==> src/rtl/blkseq_pkg.sv <==
// Package: shared types of the block copy/compare sequencer.
// Assumes: opcode field positions are fixed by the instruction encoding.
package blkseq_pkg;

    // Operation chosen by opcode bits [1:0].
    typedef enum logic [1:0] {
        K_COPY = 2'b00,
        K_CMP  = 2'b01,
        K_PIN  = 2'b10,
        K_POUT = 2'b11
    } kind_t;

    // Decoded opcode.
    typedef struct packed {
        logic  valid;
        logic  rep;
        logic  dec;
        kind_t kind;
    } blk_op_t;

    // Sequencer states.
    typedef enum logic [1:0] {
        S_IDLE = 2'b00,
        S_RD   = 2'b01,
        S_WR   = 2'b10,
        S_UPD  = 2'b11
    } seq_state_t;

endpackage

==> src/rtl/blkseq_decode.sv <==
// Module: blkseq_decode
// Turns the opcode byte into a block operation descriptor.
// Assumes: pattern 101 in bits [7:5] and 0 in bit 2 marks a block opcode;
// PORT_EN = 0 removes the two port forms from the accepted set.
module blkseq_decode
    import blkseq_pkg::*;
#(
    parameter bit PORT_EN = 1'b1
) (
    input  logic [7:0] opcode,
    output blk_op_t    op
);

    logic pattern_ok;
    logic kind_ok;

    // Fixed bits that every block opcode carries.
    assign pattern_ok = (opcode[7:5] == 3'b101) && !opcode[2];

    // The build variant decides whether port forms are accepted.
    generate
        if (PORT_EN) begin : g_ports
            assign kind_ok = 1'b1;
        end else begin : g_noports
            assign kind_ok = !opcode[1];
        end
    endgenerate

    // Assemble the descriptor from the opcode fields.
    always_comb begin
        op.valid = pattern_ok && kind_ok;
        op.rep   = opcode[4];
        op.dec   = opcode[3];
        op.kind  = kind_t'(opcode[1:0]);
    end

endmodule

==> src/rtl/blkseq_step.sv <==
// Module: blkseq_step
// Computes the next pointers and counter for one element, and
// whether the counter is exhausted afterwards.
// Assumes: port forms count with the upper half of BC only.
module blkseq_step
    import blkseq_pkg::*;
#(
    parameter int DATA_W = 8
) (
    input  kind_t                kind,
    input  logic                 dec,
    input  logic [2*DATA_W-1:0]  hl,
    input  logic [2*DATA_W-1:0]  de,
    input  logic [2*DATA_W-1:0]  bc,
    output logic [2*DATA_W-1:0]  hl_n,
    output logic [2*DATA_W-1:0]  de_n,
    output logic [2*DATA_W-1:0]  bc_n,
    output logic                 cnt_zero
);

    localparam int AW = 2 * DATA_W;

    logic [AW-1:0] delta;
    logic          port_form;

    // Plus one or minus one per element.
    assign delta     = dec ? {AW{1'b1}} : AW'(1);
    assign port_form = (kind == K_PIN) || (kind == K_POUT);

    // Pointer stepping: DE moves only for copy.
    always_comb begin
        hl_n = hl + delta;
        de_n = (kind == K_COPY) ? (de + delta) : de;
    end

    // Counter decrement and exhaustion test on the decremented value.
    always_comb begin
        if (port_form) begin
            bc_n     = {bc[AW-1:DATA_W] - DATA_W'(1), bc[DATA_W-1:0]};
            cnt_zero = (bc_n[AW-1:DATA_W] == '0);
        end else begin
            bc_n     = bc - AW'(1);
            cnt_zero = (bc_n == '0);
        end
    end

endmodule

==> src/rtl/blkseq_flags.sv <==
// Module: blkseq_flags
// Derives the status flags and the compare match for one element.
// Assumes: DATA_W is at least 4 (half-borrow sits at the nibble edge).
module blkseq_flags
    import blkseq_pkg::*;
#(
    parameter int DATA_W = 8
) (
    input  kind_t              kind,
    input  logic [DATA_W-1:0]  acc,
    input  logic [DATA_W-1:0]  data,
    input  logic               zf_in,
    input  logic               cnt_zero,
    output logic               pv,
    output logic               z,
    output logic               h,
    output logic               n,
    output logic               match
);

    localparam int NIB = 4;

    // Compare hit between accumulator and the fetched byte.
    assign match = (acc == data);
    // P/V reports a counter that is still running.
    assign pv    = !cnt_zero;

    // Per-operation flag rules.
    always_comb begin
        unique case (kind)
            K_COPY: begin
                z = zf_in;
                h = 1'b0;
                n = 1'b0;
            end
            K_CMP: begin
                z = match;
                h = (acc[NIB-1:0] < data[NIB-1:0]);
                n = 1'b1;
            end
            default: begin
                z = cnt_zero;
                h = 1'b0;
                n = 1'b1;
            end
        endcase
    end

endmodule

==> src/rtl/blkmove_seq.sv <==
// Module: blkmove_seq (top)
// Runs block copy, compare and optional port transfers element by
// element over request/ready byte ports, then returns the updated
// registers and flags with a one-cycle done pulse.
// Assumes: inputs are sampled only on the accepted start; memory and
// I/O targets hold ready-sampled read data valid in the ready cycle.
module blkmove_seq
    import blkseq_pkg::*;
#(
    parameter int DATA_W  = 8,
    parameter bit PORT_EN = 1'b1
) (
    input  logic                 clk,
    input  logic                 rst_n,
    input  logic                 start,
    input  logic [7:0]           opcode,
    input  logic [DATA_W-1:0]    acc_i,
    input  logic [2*DATA_W-1:0]  bc_i,
    input  logic [2*DATA_W-1:0]  de_i,
    input  logic [2*DATA_W-1:0]  hl_i,
    input  logic                 zf_i,
    output logic                 busy,
    output logic                 done,
    output logic [2*DATA_W-1:0]  bc_o,
    output logic [2*DATA_W-1:0]  de_o,
    output logic [2*DATA_W-1:0]  hl_o,
    output logic                 flag_pv,
    output logic                 flag_z,
    output logic                 flag_h,
    output logic                 flag_n,
    output logic                 mem_req,
    output logic                 mem_we,
    output logic [2*DATA_W-1:0]  mem_addr,
    output logic [DATA_W-1:0]    mem_wdata,
    input  logic [DATA_W-1:0]    mem_rdata,
    input  logic                 mem_ready,
    output logic                 io_req,
    output logic                 io_we,
    output logic [2*DATA_W-1:0]  io_addr,
    output logic [DATA_W-1:0]    io_wdata,
    input  logic [DATA_W-1:0]    io_rdata,
    input  logic                 io_ready
);

    localparam int AW = 2 * DATA_W;

    seq_state_t        state_q;
    blk_op_t           dec_op;
    logic              rep_q;
    logic              dir_q;
    kind_t             kind_q;
    logic [DATA_W-1:0] acc_q;
    logic [DATA_W-1:0] data_q;
    logic [AW-1:0]     bc_q, de_q, hl_q;
    logic [AW-1:0]     bc_n, de_n, hl_n;
    logic              zin_q;
    logic              pv_q, z_q, h_q, n_q;
    logic              done_q;
    logic              cnt_zero;
    logic              pv_n, z_n, h_n, n_n, match;
    logic              rd_ok, wr_ok, more;
    logic [DATA_W-1:0] rd_byte;

    blkseq_decode #(.PORT_EN(PORT_EN)) u_decode (
        .opcode (opcode),
        .op     (dec_op)
    );

    blkseq_step #(.DATA_W(DATA_W)) u_step (
        .kind     (kind_q),
        .dec      (dir_q),
        .hl       (hl_q),
        .de       (de_q),
        .bc       (bc_q),
        .hl_n     (hl_n),
        .de_n     (de_n),
        .bc_n     (bc_n),
        .cnt_zero (cnt_zero)
    );

    blkseq_flags #(.DATA_W(DATA_W)) u_flags (
        .kind     (kind_q),
        .acc      (acc_q),
        .data     (data_q),
        .zf_in    (zin_q),
        .cnt_zero (cnt_zero),
        .pv       (pv_n),
        .z        (z_n),
        .h        (h_n),
        .n        (n_n),
        .match    (match)
    );

    // Completion of the pending read or write on its target port.
    assign rd_ok   = (kind_q == K_PIN)  ? io_ready : mem_ready;
    assign wr_ok   = (kind_q == K_POUT) ? io_ready : mem_ready;
    assign rd_byte = (kind_q == K_PIN)  ? io_rdata : mem_rdata;
    // Loop again unless single-shot, exhausted, or compare hit.
    assign more    = rep_q && !cnt_zero && !((kind_q == K_CMP) && match);

    // Drive the access for the current state onto the proper port.
    always_comb begin
        mem_req  = 1'b0;
        mem_we   = 1'b0;
        mem_addr = hl_q;
        io_req   = 1'b0;
        io_we    = 1'b0;
        unique case (state_q)
            S_RD: begin
                if (kind_q == K_PIN) io_req = 1'b1;
                else                 mem_req = 1'b1;
            end
            S_WR: begin
                unique case (kind_q)
                    K_COPY: begin
                        mem_req  = 1'b1;
                        mem_we   = 1'b1;
                        mem_addr = de_q;
                    end
                    K_PIN: begin
                        mem_req = 1'b1;
                        mem_we  = 1'b1;
                    end
                    K_POUT: begin
                        io_req = 1'b1;
                        io_we  = 1'b1;
                    end
                    default: ;
                endcase
            end
            default: ;
        endcase
    end

    assign mem_wdata = data_q;
    assign io_addr   = bc_q;
    assign io_wdata  = data_q;

    // Sequencer state, working registers and flags.
    always_ff @(posedge clk) begin
        if (!rst_n) begin
            state_q <= S_IDLE;
            rep_q   <= 1'b0;
            dir_q   <= 1'b0;
            kind_q  <= K_COPY;
            acc_q   <= '0;
            data_q  <= '0;
            bc_q    <= '0;
            de_q    <= '0;
            hl_q    <= '0;
            zin_q   <= 1'b0;
            pv_q    <= 1'b0;
            z_q     <= 1'b0;
            h_q     <= 1'b0;
            n_q     <= 1'b0;
            done_q  <= 1'b0;
        end else begin
            done_q <= 1'b0;
            unique case (state_q)
                S_IDLE: begin
                    if (start && dec_op.valid) begin
                        rep_q   <= dec_op.rep;
                        dir_q   <= dec_op.dec;
                        kind_q  <= dec_op.kind;
                        acc_q   <= acc_i;
                        bc_q    <= bc_i;
                        de_q    <= de_i;
                        hl_q    <= hl_i;
                        zin_q   <= zf_i;
                        state_q <= S_RD;
                    end
                end
                S_RD: begin
                    if (rd_ok) begin
                        data_q  <= rd_byte;
                        state_q <= (kind_q == K_CMP) ? S_UPD : S_WR;
                    end
                end
                S_WR: begin
                    if (wr_ok) state_q <= S_UPD;
                end
                S_UPD: begin
                    hl_q <= hl_n;
                    de_q <= de_n;
                    bc_q <= bc_n;
                    pv_q <= pv_n;
                    z_q  <= z_n;
                    h_q  <= h_n;
                    n_q  <= n_n;
                    if (more) begin
                        state_q <= S_RD;
                    end else begin
                        state_q <= S_IDLE;
                        done_q  <= 1'b1;
                    end
                end
                default: state_q <= S_IDLE;
            endcase
        end
    end

    assign busy    = (state_q != S_IDLE);
    assign done    = done_q;
    assign bc_o    = bc_q;
    assign de_o    = de_q;
    assign hl_o    = hl_q;
    assign flag_pv = pv_q;
    assign flag_z  = z_q;
    assign flag_h  = h_q;
    assign flag_n  = n_q;

    // a stalled memory access keeps all its fields.
    a_r9_hold_mem: assert property (@(posedge clk) disable iff (!rst_n)
        (mem_req && !mem_ready) |=>
            (mem_req && $stable(mem_addr) && $stable(mem_we) && $stable(mem_wdata)));

    // a stalled I/O access keeps all its fields.
    a_r9_hold_io: assert property (@(posedge clk) disable iff (!rst_n)
        (io_req && !io_ready) |=>
            (io_req && $stable(io_addr) && $stable(io_we) && $stable(io_wdata)));

    // a refused opcode leaves the engine idle.
    a_r1_refuse_idle: assert property (@(posedge clk) disable iff (!rst_n)
        (!busy && start && !dec_op.valid) |=> !busy);

    // compare never writes memory.
    a_r4_cmp_no_write: assert property (@(posedge clk) disable iff (!rst_n)
        mem_we |-> (kind_q != K_CMP));

    // port forms keep the low counter half across an update.
    a_r6_keep_low: assert property (@(posedge clk) disable iff (!rst_n)
        (state_q == S_UPD && (kind_q == K_PIN || kind_q == K_POUT)) |=>
            (bc_q[DATA_W-1:0] == $past(bc_q[DATA_W-1:0])));

    // a repeating copy only ends on an exhausted counter.
    a_r7_copy_ends_zero: assert property (@(posedge clk) disable iff (!rst_n)
        (done && rep_q && kind_q == K_COPY) |-> !flag_pv);

    // done is a single-cycle pulse with the engine idle.
    a_r11_done_pulse: assert property (@(posedge clk) disable iff (!rst_n)
        done |-> (!busy ##1 !done));

endmodule

==> config.mk <==
export PLATFORM = sky130hd
export DESIGN_NAME = blkmove_seq
export DESIGN_NICKNAME = d
export VERILOG_FILES = /design/src/rtl/blkseq_pkg.sv /design/src/rtl/blkseq_decode.sv /design/src/rtl/blkseq_step.sv /design/src/rtl/blkseq_flags.sv /design/src/rtl/blkmove_seq.sv
export SDC_FILE = /design/constraint.sdc
export NUM_CORES = 1
export LEC_CHECK = 0
export ABC_AREA = 1
export CAP_MARGIN = 40
export CORE_UTILIZATION = 45
export DETAILED_ROUTE_END_ITERATION = 8
export DONT_BUFFER_PORTS = 1
export SLEW_MARGIN = 0
export SYNTH_ARGS = -nofsm -noshare
export SYNTH_HDL_FRONTEND = slang
export SYNTH_HIERARCHICAL = 1
export SYNTH_SLANG_ARGS = --single-unit
==> constraint.sdc <==
create_clock -name clk -period 2.6 [get_ports clk]
set_input_delay 0.13 -clock clk [delete_from_list [all_inputs] [get_ports clk]]
set_output_delay 0.13 -clock clk [all_outputs]
set_load 0.02 [all_outputs]
Word level (Yosys, flattened, before mapping)
Index checks and enable logic that the tools add are counted.
Cells by class
  muxes and demuxes: 33
  reductions and logical operators: 23
  add/subtract/negate cells: 4
  eq/ne operators: 13
  order comparisons: 1
Operators by type and width (number)
  16-bit 2-to-1 mux: 8
  16-bit one-hot mux with 2 select lines: 3
  16-bit adder: 2
  16-bit zero test: 1
  16-bit by 1-bit subtractor with 16-bit output, second input constant: 1
  1-bit 2-to-1 mux: 14
  3-bit AND reduction: 3
  2-bit == test, second input constant: 4
  8-bit == test: 1
  8-bit zero test: 1
  8-bit 2-to-1 mux: 1
  2-bit != test, second input constant: 4
  2-bit one-hot mux with 4 select lines: 1
  2-bit AND reduction: 4
  8-bit by 1-bit subtractor with 8-bit output, second input constant: 1
  2-bit 2-to-1 mux: 3
  1-bit one-hot mux with 2 select lines: 3
  1-bit logical AND: 5
  2-bit by 1-bit == test with 1-bit output, second input constant: 2
  2-bit zero test: 2
  4-bit < comparator: 1
  2-bit nonzero test: 2
  3-bit == test, second input constant: 1
  1-bit zero test: 3
  other kinds (3): 3
Storage, ports and cells
  bits in registers: 76
  word-level logic and storage cells: 90
  output and inout port bits: 106
  bits of input ports: 86

Longest topological paths before layout
Gate-level depths: netlist (run 1).
  depth in word-level cells: 8
  depth in mapped cells: 18
  mapped depth without buffers: 18

Modules after synthesis
The synthesis (run 1) kept the hierarchy.
Modules (own cells, without submodules)
  blkmove_seq: instances 1, area each 3678.5 µm², cells each 497, sequential area each 1521.5 µm²
  blkseq_step: instances 1, area each 2394.8 µm², cells each 443, sequential area each 0.0 µm²
  blkseq_flags: instances 1, area each 260.2 µm², cells each 51, sequential area each 0.0 µm²
  blkseq_decode: instances 1, area each 58.8 µm², cells each 10, sequential area each 0.0 µm²

Least setup slack after synthesis (run 1)
No wires, ideal clock.
  path type: register to register
  from: register dir_q
  to: register de_q[8] (netlist: de_o[8])
  setup time: 74 ps
  path slack: 41 ps
  arrival: 2484 ps
  period minus slack after synthesis: 2559 ps
  required time: 2526 ps
  stages on the path, launching flop included: 15
  buffers on the path: 0
  cells stage by stage: dfxtp_1 inv_1 fa_1 inv_1 nand3_1 nand2_2 nand2_1 nand2_2 nand2_1 nand2_1 or2_1 nand3_1 nand2_1 nand2_1 a31oi_1
On the way
  word-level cells in the longest chain between the ends: 4
Ends and longest elaborated chain
  from (decl): line blkmove_seq.sv:50  | logic dir_q;
  from (signal assigned): line blkmove_seq.sv:163  | dir_q <= dec_op.dec;
  16-bit 2-to-1 mux: line blkseq_step.sv:27  | assign delta = dec ? {AW{1'b1}} : AW'(1);
  16-bit adder: line blkseq_step.sv:33  | de_n = (kind == K_COPY) ? (de + delta) : de;
  16-bit 2-to-1 mux: line blkseq_step.sv:33
  net de_n[8]: line blkmove_seq.sv:55  | logic [AW-1:0] bc_n, de_n, hl_n;
  16-bit one-hot mux with 2 select lines: line blkmove_seq.sv:159  | unique case (state_q)
  to (signal assigned): line blkmove_seq.sv:167  | de_q <= de_i;
  to (signal assigned): line blkmove_seq.sv:184  | de_q <= de_n;
  to (decl): line blkmove_seq.sv:54  | logic [AW-1:0] bc_q, de_q, hl_q;
The timed path passes the listed nets, and every way through them passes these cells. The select of a mux whose other input is x is not followed.
A chain may end at the register's enable or synchronous reset.

Worst setup path after layout (run 1)
  from: register state_q[0]
  to: output mem_addr[9]
On the way
  word-level cells in the longest chain between the ends: 2
Ends and longest elaborated chain
  from (decl): line blkmove_seq.sv:47  | seq_state_t state_q;
  from (signal assigned): line blkmove_seq.sv:176  | state_q <= (kind_q == K_CMP) ? S_UPD : S_WR;
  2-bit == test: line blkmove_seq.sv:108  | unique case (state_q)
  16-bit 2-to-1 mux: line blkmove_seq.sv:108
  to (decl): line blkmove_seq.sv:33  | output logic [2*DATA_W-1:0] mem_addr,
No other way between the ends.

==> results of run 1 <==
## synthesized netlist by cell type
cell type | number | share of area, %
xnor2_1 | 10 | 1.4
o211a_1 | 1 | 0.16
o21ai_2 | 1 | 0.14
buf_4 | 37 | 4.3
nor2_1 | 84 | 4.9
ha_1 | 41 | 8.0
o21a_1 | 2 | 0.23
inv_2 | 4 | 0.23
a22oi_1 | 1 | 0.12
nor3_2 | 1 | 0.16
xor2_1 | 19 | 2.6
buf_1 | 2 | 0.12
mux2_2 | 16 | 2.8
nor2_2 | 8 | 0.78
a21oi_2 | 1 | 0.14
o21ai_4 | 1 | 0.25
nand2_1 | 281 | 17
o21ai_0 | 80 | 6.3
nand3_2 | 1 | 0.16
a31oi_1 | 53 | 5.2
nand3_1 | 51 | 4.0
nand4_2 | 1 | 0.20
o21bai_1 | 5 | 0.59
dfxtp_1 | 76 | 24
o21ai_1 | 25 | 2.0
nand4_1 | 11 | 1.1
a21o_1 | 4 | 0.47
a21oi_1 | 43 | 3.4
inv_1 | 90 | 5.3
clkbuf_1 | 21 | 1.2
nand3b_1 | 4 | 0.47
mux2i_1 | 1 | 0.16
buf_2 | 9 | 0.70
fa_1 | 2 | 0.63
or2_1 | 1 | 0.098
nand2_2 | 7 | 0.69
nor2_4 | 3 | 0.53
nor3_1 | 3 | 0.23
## state kept, by name, indices dropped and copies added, names as in the netlist
register  count
io_wdata      8
acc_q         8
flag_z        1
flag_h        1
rep_q         1
flag_pv       1
dir_q         1
kind_q        2
hl_o         16
done          1
flag_n        1
zin_q         1
bc_o         16
state_q       2
de_o         16
## area by class of cell
class	instances	area share [%]
Clock inverter	7	1.37
Multi-Input combinational cell	762	54.1
Inverter	94	4.64
Sequential cell	76	20.0
Timing Repair Buffer	114	13.9
Clock buffer	9	2.96
Tap cell	180	2.96
## worst paths after layout
kind                            slack, ns                  endpoint  cells past startpoint               startpoint
worst max-delay path                 0.22               mem_addr[9]                      6  state_q[0]$_SDFFE_PN0P_
worst min-delay path                 0.01  io_wdata[1]$_SDFFE_PN0P_                      4             mem_rdata[1]
worst max register to register       0.30      bc_o[5]$_SDFFE_PN0P_                      7  state_q[0]$_SDFFE_PN0P_
worst min register to register       0.45        zin_q$_SDFFE_PN0P_                      2       zin_q$_SDFFE_PN0P_
## per-layer routing
metal / up-vias / routed length (um) / GRT usage (%)
met5: - / 0 / 0
met4: 0 / 205 / 6.71
met3: 17 / 1240 / 5.87
met2: 218 / 8950 / 45.4
met1: 2976 / 8660 / 33.0
li1: 3404 / - / -
## timing repair
item / in CTS / in global routing
endpoints found under the setup margin: 0 / 0
hold endpoints to repair: 76 / 0
buffers inserted: 0 / 0
hold buffers: 61 / 0
## report_power, final
group	total, uW	internal, uW	switching, uW
clock	1430	857	572
combinational	2210	774	1440
sequential	1500	1300	198
## logic make-up after synthesis
kind of cell / count (synthesis) / share of synthesized area (%)
xor+xnor: 29 / 3.97
simple gates: 456 / 29.8
flops: 76 / 23.8
mux: 17 / 2.98
fa+ha+maj: 43 / 8.65
compound gates: 217 / 18.9
buf+inv: 163 / 11.9
## critical path: stages (launching register included)
cell	delay, ns
dfxtp_1	0.33
inv_1	0.13
ha_1	0.21
inv_1	0.07
nor2_2	0.31
nand2_2	0.37
mux2_2	0.46
## metrics by stage
step           worst slack [ns]  instance area (sq um)
6_report                  0.224                   7600
2_1_floorplan            0.0414                   6390
3_5_place_dp              0.370                   6640
5_1_grt                  0.0916                   7600
3_3_place_gp              0.389                   6610
4_1_cts                   0.212                   7600
==> PnR_summary.wiki, run 1 <==
{| class="wikitable"
! Metric !! Value
|-
| Leak Pwr || approximately 0.0037 uW
|-
| Sequential cell area || 0.00152 sq mm
|-
| Worst vdd ir || 0.000400 V
|-
| Via density per instance || around 5.3
|-
| Share of the cycle needed by the critical path after routing || 91.4%
|-
| Initial core utilization || 46.1%
|-
| Growth of design area from synthesis to finish || 18.9%
|-
| Worst-Skew Late Latency || roughly 0.35 ns
|-
| Placed cells || roughly 1200
|-
| Pin slew with the least headroom to its limit || about 0.63 ns
|-
| Clock edge transition at the registers on the reported setup and hold paths || ~0.070 ns
|-
| Most frequent cells in the layout || nand2_1 (281), inv_1 (90), nor2_1 (84), o21ai_0 (80), dfxtp_1 (76)
|-
| Final max-slew violation count || 0
|-
| Number of rows in the core area || 43
|-
| Number of warnings issued by yosys || 6
|-
| Power density over the cells || slightly below 700 mW/mm^2
|-
| Per-instance average area after synthesis || approximately 6.4 sq um
|-
| Share of the core filled with cells in the final layout || 54.7%
|-
| Sort of element at the end of the critical path || output pin
|-
| Most common cell after layout, fill and taps aside || nand2_1
|-
| Arrival @ worst endpoint || approximately 2.3 ns
|-
| Combined area of the multi-input logic cells || around 0.0041 sq mm
|-
| Seq cells post-synth || 76
|-
| Global routing usage summed across all routing layers || 26.3%
|-
| Vias after detailed routing || 6615
|-
| Post-CTS Resized || 0
|-
| Max Root-Sink Buffers || 2
|-
| Clock tree root buffer cell || clkbuf_16
|-
| Setup Total Neg Slack || 0 ns
|-
| Number of distinct standard cells referenced by the synthesized netlist || 38
|-
| Post-Synthesis Cells || roughly 1000
|-
| Worst clock skew || 0.00885 ns
|-
| Final hold vios || 0
|-
| First-pass GRT wire length || ~31000 um
|-
| Final wirelength || between 15000 and 20000 um
|-
| Placer Congestion || 0.894
|-
| Drt drc || 0
|-
| Nets || approximately 1200
|-
| CP max FO || 16
|-
| Final global-route overflow total || 0
|-
| Min Clock Period, post-route || roughly 2.4 ns
|-
| Type of the tightest min-delay check || in2reg
|-
| Count of buffers from port buffering || 0
|-
| Die outline width || between 100 and 150 um
|-
| Post-synthesis instance area || 0.00639 sq mm
|-
| Highest clock frequency the design can meet || approximately 420 MHz
|-
| Via count of the first global-routing pass || about 6200
|-
| Die outline height || approximately 120 um
|-
| Category of the critical setup timing path || reg2out
|-
| Clock tree from TritonCTS || done
|-
| Layout Cells excl Fill || roughly 1200
|-
| Post-Syn Nets || 1130
|-
| Critical Path Source Type || register
|-
| Floorplan Core Area || roughly 0.014 sq mm
|-
| Worst slew margin relative to its limit || between 50% and 60%
|-
| Pin count of the biggest net entering global routing || 77
|-
| Final total power || 5140 uW
|-
| Req. time, crit path || between 2 and 2.5 ns
|-
| H-tree depth || 3
|-
| Number of max-capacitance violations reported || 0
|-
| Routed length per instance || approximately 15 um
|-
| Sequential area share after synthesis || between 20% and 30%
|-
| Antenna violations before repair || 0
|-
| Inserted Diodes || 0
|-
| Placed wire-length estimate || about 14000 um
|-
| Antenna-violating nets left || 0
|-
| Die area || between 0.01 and 0.015 sq mm
|-
| Fraction of layout instances using a drive strength above 1 || between 10% and 20%
|-
| Setup violations, final || 0
|-
| Outcome || complete, no violations
|-
| Number of sinks on the clock net || between 70 and 80
|-
| Tightest hold margin || 0.0142 ns
|-
| Number of detailed-route iterations in the first pass || 5
|-
| Clock buffer count from CTS || 9
|-
| Fill cell instance count of the final layout || ~1400
|-
| Ports placed on the boundary || 192
|-
| Initial detailed-routing violation count || 442
|-
| Setup repair after global routing missed its margin || false
|}
Note: power is estimated with default switching activity, not from simulation.
==> run 2: changes to the inputs <==
CORE_UTILIZATION = 40   (was 45)
CTS_CLUSTER_DIAMETER = 40   (was default)
==> run 2 against run 1 <==
Effect of this change:
- sequential share of layout area grew 0.24 points
- non-clock buffer count down 7
- core utilization down 5.9 points
- sequential power hardly changed
- final area shrank 1.2%
- maximum frequency up 0.18%
- register-to-register slack improved by 0.20 ns
- cell count increased by 1.9%
- critical path depth is the same
- wire length grew 1.2%
- first-iteration DRC count shrank 20%
- critical path type unchanged
- largest power group unchanged
==> PnR_summary.wiki, run 2 (synthesis results as in run 1) <==
{| class="wikitable"
! Metric !! Value
|-
| Outcome || complete, no violations (unchanged)
|-
| CP most frequent cell || inv_1 (unchanged)
|-
| Req. time, crit path || 2.47 ns (about the same)
|-
| Via count of the first global-routing pass || 6020 (was 6206)
|-
| Pin slew with the least headroom to its limit || 0.671 ns (was 0.630 ns)
|-
| Share of the cycle needed by the critical path after routing || 91.2% (was 91.4%)
|-
| GRT busiest layer || met2 (unchanged)
|-
| Arrival @ worst endpoint || 2.24 ns (was 2.25 ns)
|-
| Die outline width || 128 um (was 121 um)
|-
| Total non-filler cell area in the finished layout || 0.00751 sq mm (was 0.00760 sq mm)
|-
| Inserted Diodes || 0 (unchanged)
|-
| Final global-route overflow total || 0 (unchanged)
|-
| Via density per instance || 5.15 (was 5.33)
|-
| Reg2Reg Launch Point || dir_q$_SDFFE_PN0P_ (was state_q[0]$_SDFFE_PN0P_)
|-
| Number of max-capacitance violations reported || 0 (unchanged)
|-
| Final max-slew violation count || 0 (unchanged)
|-
| Fraction of layout instances using a drive strength above 1 || 10.4% (was 10.8%)
|-
| Longest individual stage delay on the worst path || 0.46 ns (about the same)
|-
| Power density over the cells || 649 mW/mm^2 (was 677 mW/mm^2)
|-
| Highest clock frequency the design can meet || 422 MHz (was 421 MHz)
|-
| Endpoint of the lowest-slack register-to-register path || de_o[8]$_SDFFE_PN0P_ (was bc_o[5]$_SDFFE_PN0P_)
|-
| Critical Path Source Type || register (unchanged)
|-
| Die area || 0.0165 sq mm (was 0.0147 sq mm)
|-
| Pre-CTS setup slack || 0.502 ns (was 0.370 ns)
|-
| Initial detailed-routing violation count || 354 (was 442)
|-
| Number of detailed-route iterations in the first pass || 5 (unchanged)
|-
| Count of buffers from port buffering || 0 (unchanged)
|-
| Clock tree from TritonCTS || done (unchanged)
|-
| Worst vdd ir || 0.000294 V (was 0.000400 V)
|-
| Clock edge transition at the registers on the reported setup and hold paths || 0.06 ns (was 0.07 ns)
|-
| GR Layer Usage met1 || 30.4% (was 33.0%)
|-
| Clock buffer count from CTS || 9 (unchanged)
|-
| Routed length per instance || 15.2 um (was 15.3 um)
|-
| Most frequent cells in the layout || nand2_1 (281), inv_1 (90), nor2_1 (84), o21ai_0 (80), dfxtp_1 (76) (unchanged)
|-
| Setup violations, final || 0 (unchanged)
|-
| First-pass GRT wire length || 30700 um (was 30500 um)
|-
| Antenna violations before repair || 0 (unchanged)
|-
| Sort of element at the end of the critical path || output pin (unchanged)
|-
| Worst slew margin relative to its limit || 55.1% (was 58.0%)
|-
| Placer Congestion || 0.864 (was 0.894)
|-
| Type of the tightest min-delay check || in2reg (unchanged)
|-
| Pin count of the biggest net entering global routing || 77 (unchanged)
|-
| Met2 layer usage reported by global route || 41.0% (was 45.4%)
|-
| Growth of design area from synthesis to finish || 17.5% (was 18.9%)
|-
| Final wirelength || 19300 um (was 19100 um)
|-
| Vias after detailed routing || 6520 (was 6615)
|-
| Ports placed on the boundary || 192 (unchanged)
|-
| FF-to-FF path depth || 13 (was 7)
|-
| H-tree depth || 3 (unchanged)
|-
| Hold path endpoint || hl_o[15]$_SDFFE_PN0P_ (was io_wdata[1]$_SDFFE_PN0P_)
|-
| Nets || 1179 (was 1186)
|-
| Number of sinks on the clock net || 76 (unchanged)
|-
| Initial core utilization || 41.6% (was 46.1%)
|-
| Worst-Skew Late Latency || 0.35 ns (about the same)
|-
| Reg2reg setup slack || 0.50 ns (was 0.30 ns)
|-
| Critical path's slowest cell || mux2_2 (unchanged)
|-
| Setup Total Neg Slack || 0 ns (unchanged)
|-
| Number of rows in the core area || 45 (was 43)
|-
| Placed wire-length estimate || 14000 um (was 13700 um)
|-
| Die outline height || 128 um (was 121 um)
|-
| Worst clock skew || 0.00889 ns (was 0.00885 ns)
|-
| Setup repair after global routing missed its margin || false (unchanged)
|-
| Final hold vios || 0 (unchanged)
|-
| CP max FO || 16 (unchanged)
|-
| Cells along the critical path || inv_1 > ha_1 > inv_1 > nor2_2 > nand2_2 > mux2_2 (unchanged)
|-
| Clock tree root buffer cell || clkbuf_16 (unchanged)
|-
| Worst hold start || hl_i[15] (was mem_rdata[1])
|-
| Drt drc || 0 (unchanged)
|-
| Min Clock Period, post-route || 2.37 ns (was 2.38 ns)
|-
| Setup Buffers After CTS || 0 (unchanged)
|-
| Global routing usage summed across all routing layers || 23.8% (was 26.3%)
|-
| Floorplan Core Area || 0.0154 sq mm (was 0.0139 sq mm)
|-
| Antenna-violating nets left || 0 (unchanged)
|-
| Max Root-Sink Buffers || 2 (unchanged)
|-
| Final worst setup slack || 0.228 ns (was 0.224 ns)
|-
| Most common cell after layout, fill and taps aside || nand2_1 (unchanged)
|-
| Category of the critical setup timing path || reg2out (unchanged)
|-
| Post-CTS Resized || 0 (unchanged)
|-
| Instance area after placement || 0.00662 sq mm (was 0.00664 sq mm)
|-
| Global routing met3 resource utilization || 4.03% (was 5.87%)
|-
| Cell depth of the worst min-delay path || 2 (was 4)
|-
| Leak Pwr || 0.00362 uW (was 0.00370 uW)
|}
## run 2: repair_timing
action                                  4_1_cts  5_1_grt
endpoints found under the setup margin        0        0
hold endpoints to repair                     76        0
hold buffers                                 59        0
## run 2: worst max path at each step
stage,end,start
3_3_place_gp,de_o[8]$_SDFFE_PN0P_,dir_q$_SDFFE_PN0P_
6_report,mem_addr[15],state_q[0]$_SDFFE_PN0P_
5_1_grt,mem_addr[15],state_q[0]$_SDFFE_PN0P_
4_1_cts,mem_addr[15],state_q[0]$_SDFFE_PN0P_
3_5_place_dp,de_o[8]$_SDFFE_PN0P_,dir_q$_SDFFE_PN0P_
2_1_floorplan,de_o[8]$_SDFFE_PN0P_,dir_q$_SDFFE_PN0P_
## run 2: layer usage
metal	vias up	wire length, um
met5	-	0
met4	0	296
met3	21	1100
met2	193	8970
met1	2909	8920
li1	3397	-
## run 2: critical path, delay by kind of cell (launching register included)
family	cells	cell delay, ns
adders and majority gates	1	0.21
buffers and inverters	2	0.20
DFF	1	0.33
muxes	1	0.46
and+or+nand+nor	2	0.68
## run 2: cell type report
type	instances	area, sq um
Clock buffer	9	225
Clock inverter	7	52.6
Fill cell	1578	7860
Inverter	94	353
Multi-Input combinational cell	762	4110
Sequential cell	76	1520
Tap cell	211	264
Timing Repair Buffer	107	981
## run 2: through the flow
stage               hold WS, ns  util (%)  total power (uW)  std cells
floorplan                 0.290         -              3200       1001
global route             0.0310      48.8              5250       1266
detailed placement        0.266      43.1              3590       1191
CTS                     0.00878      48.8              4910       1266
finish                   0.0147      48.8              4870       1266
global placement          0.279      43.1              3590       1191
## run 2: report_power, final
part / switching, uW / total (uW) / internal, uW
logic: 1400 / 2150 / 752
clock network: 548 / 1200 / 650
registers: 224 / 1520 / 1300
total: 2170 / 4870 / 2700
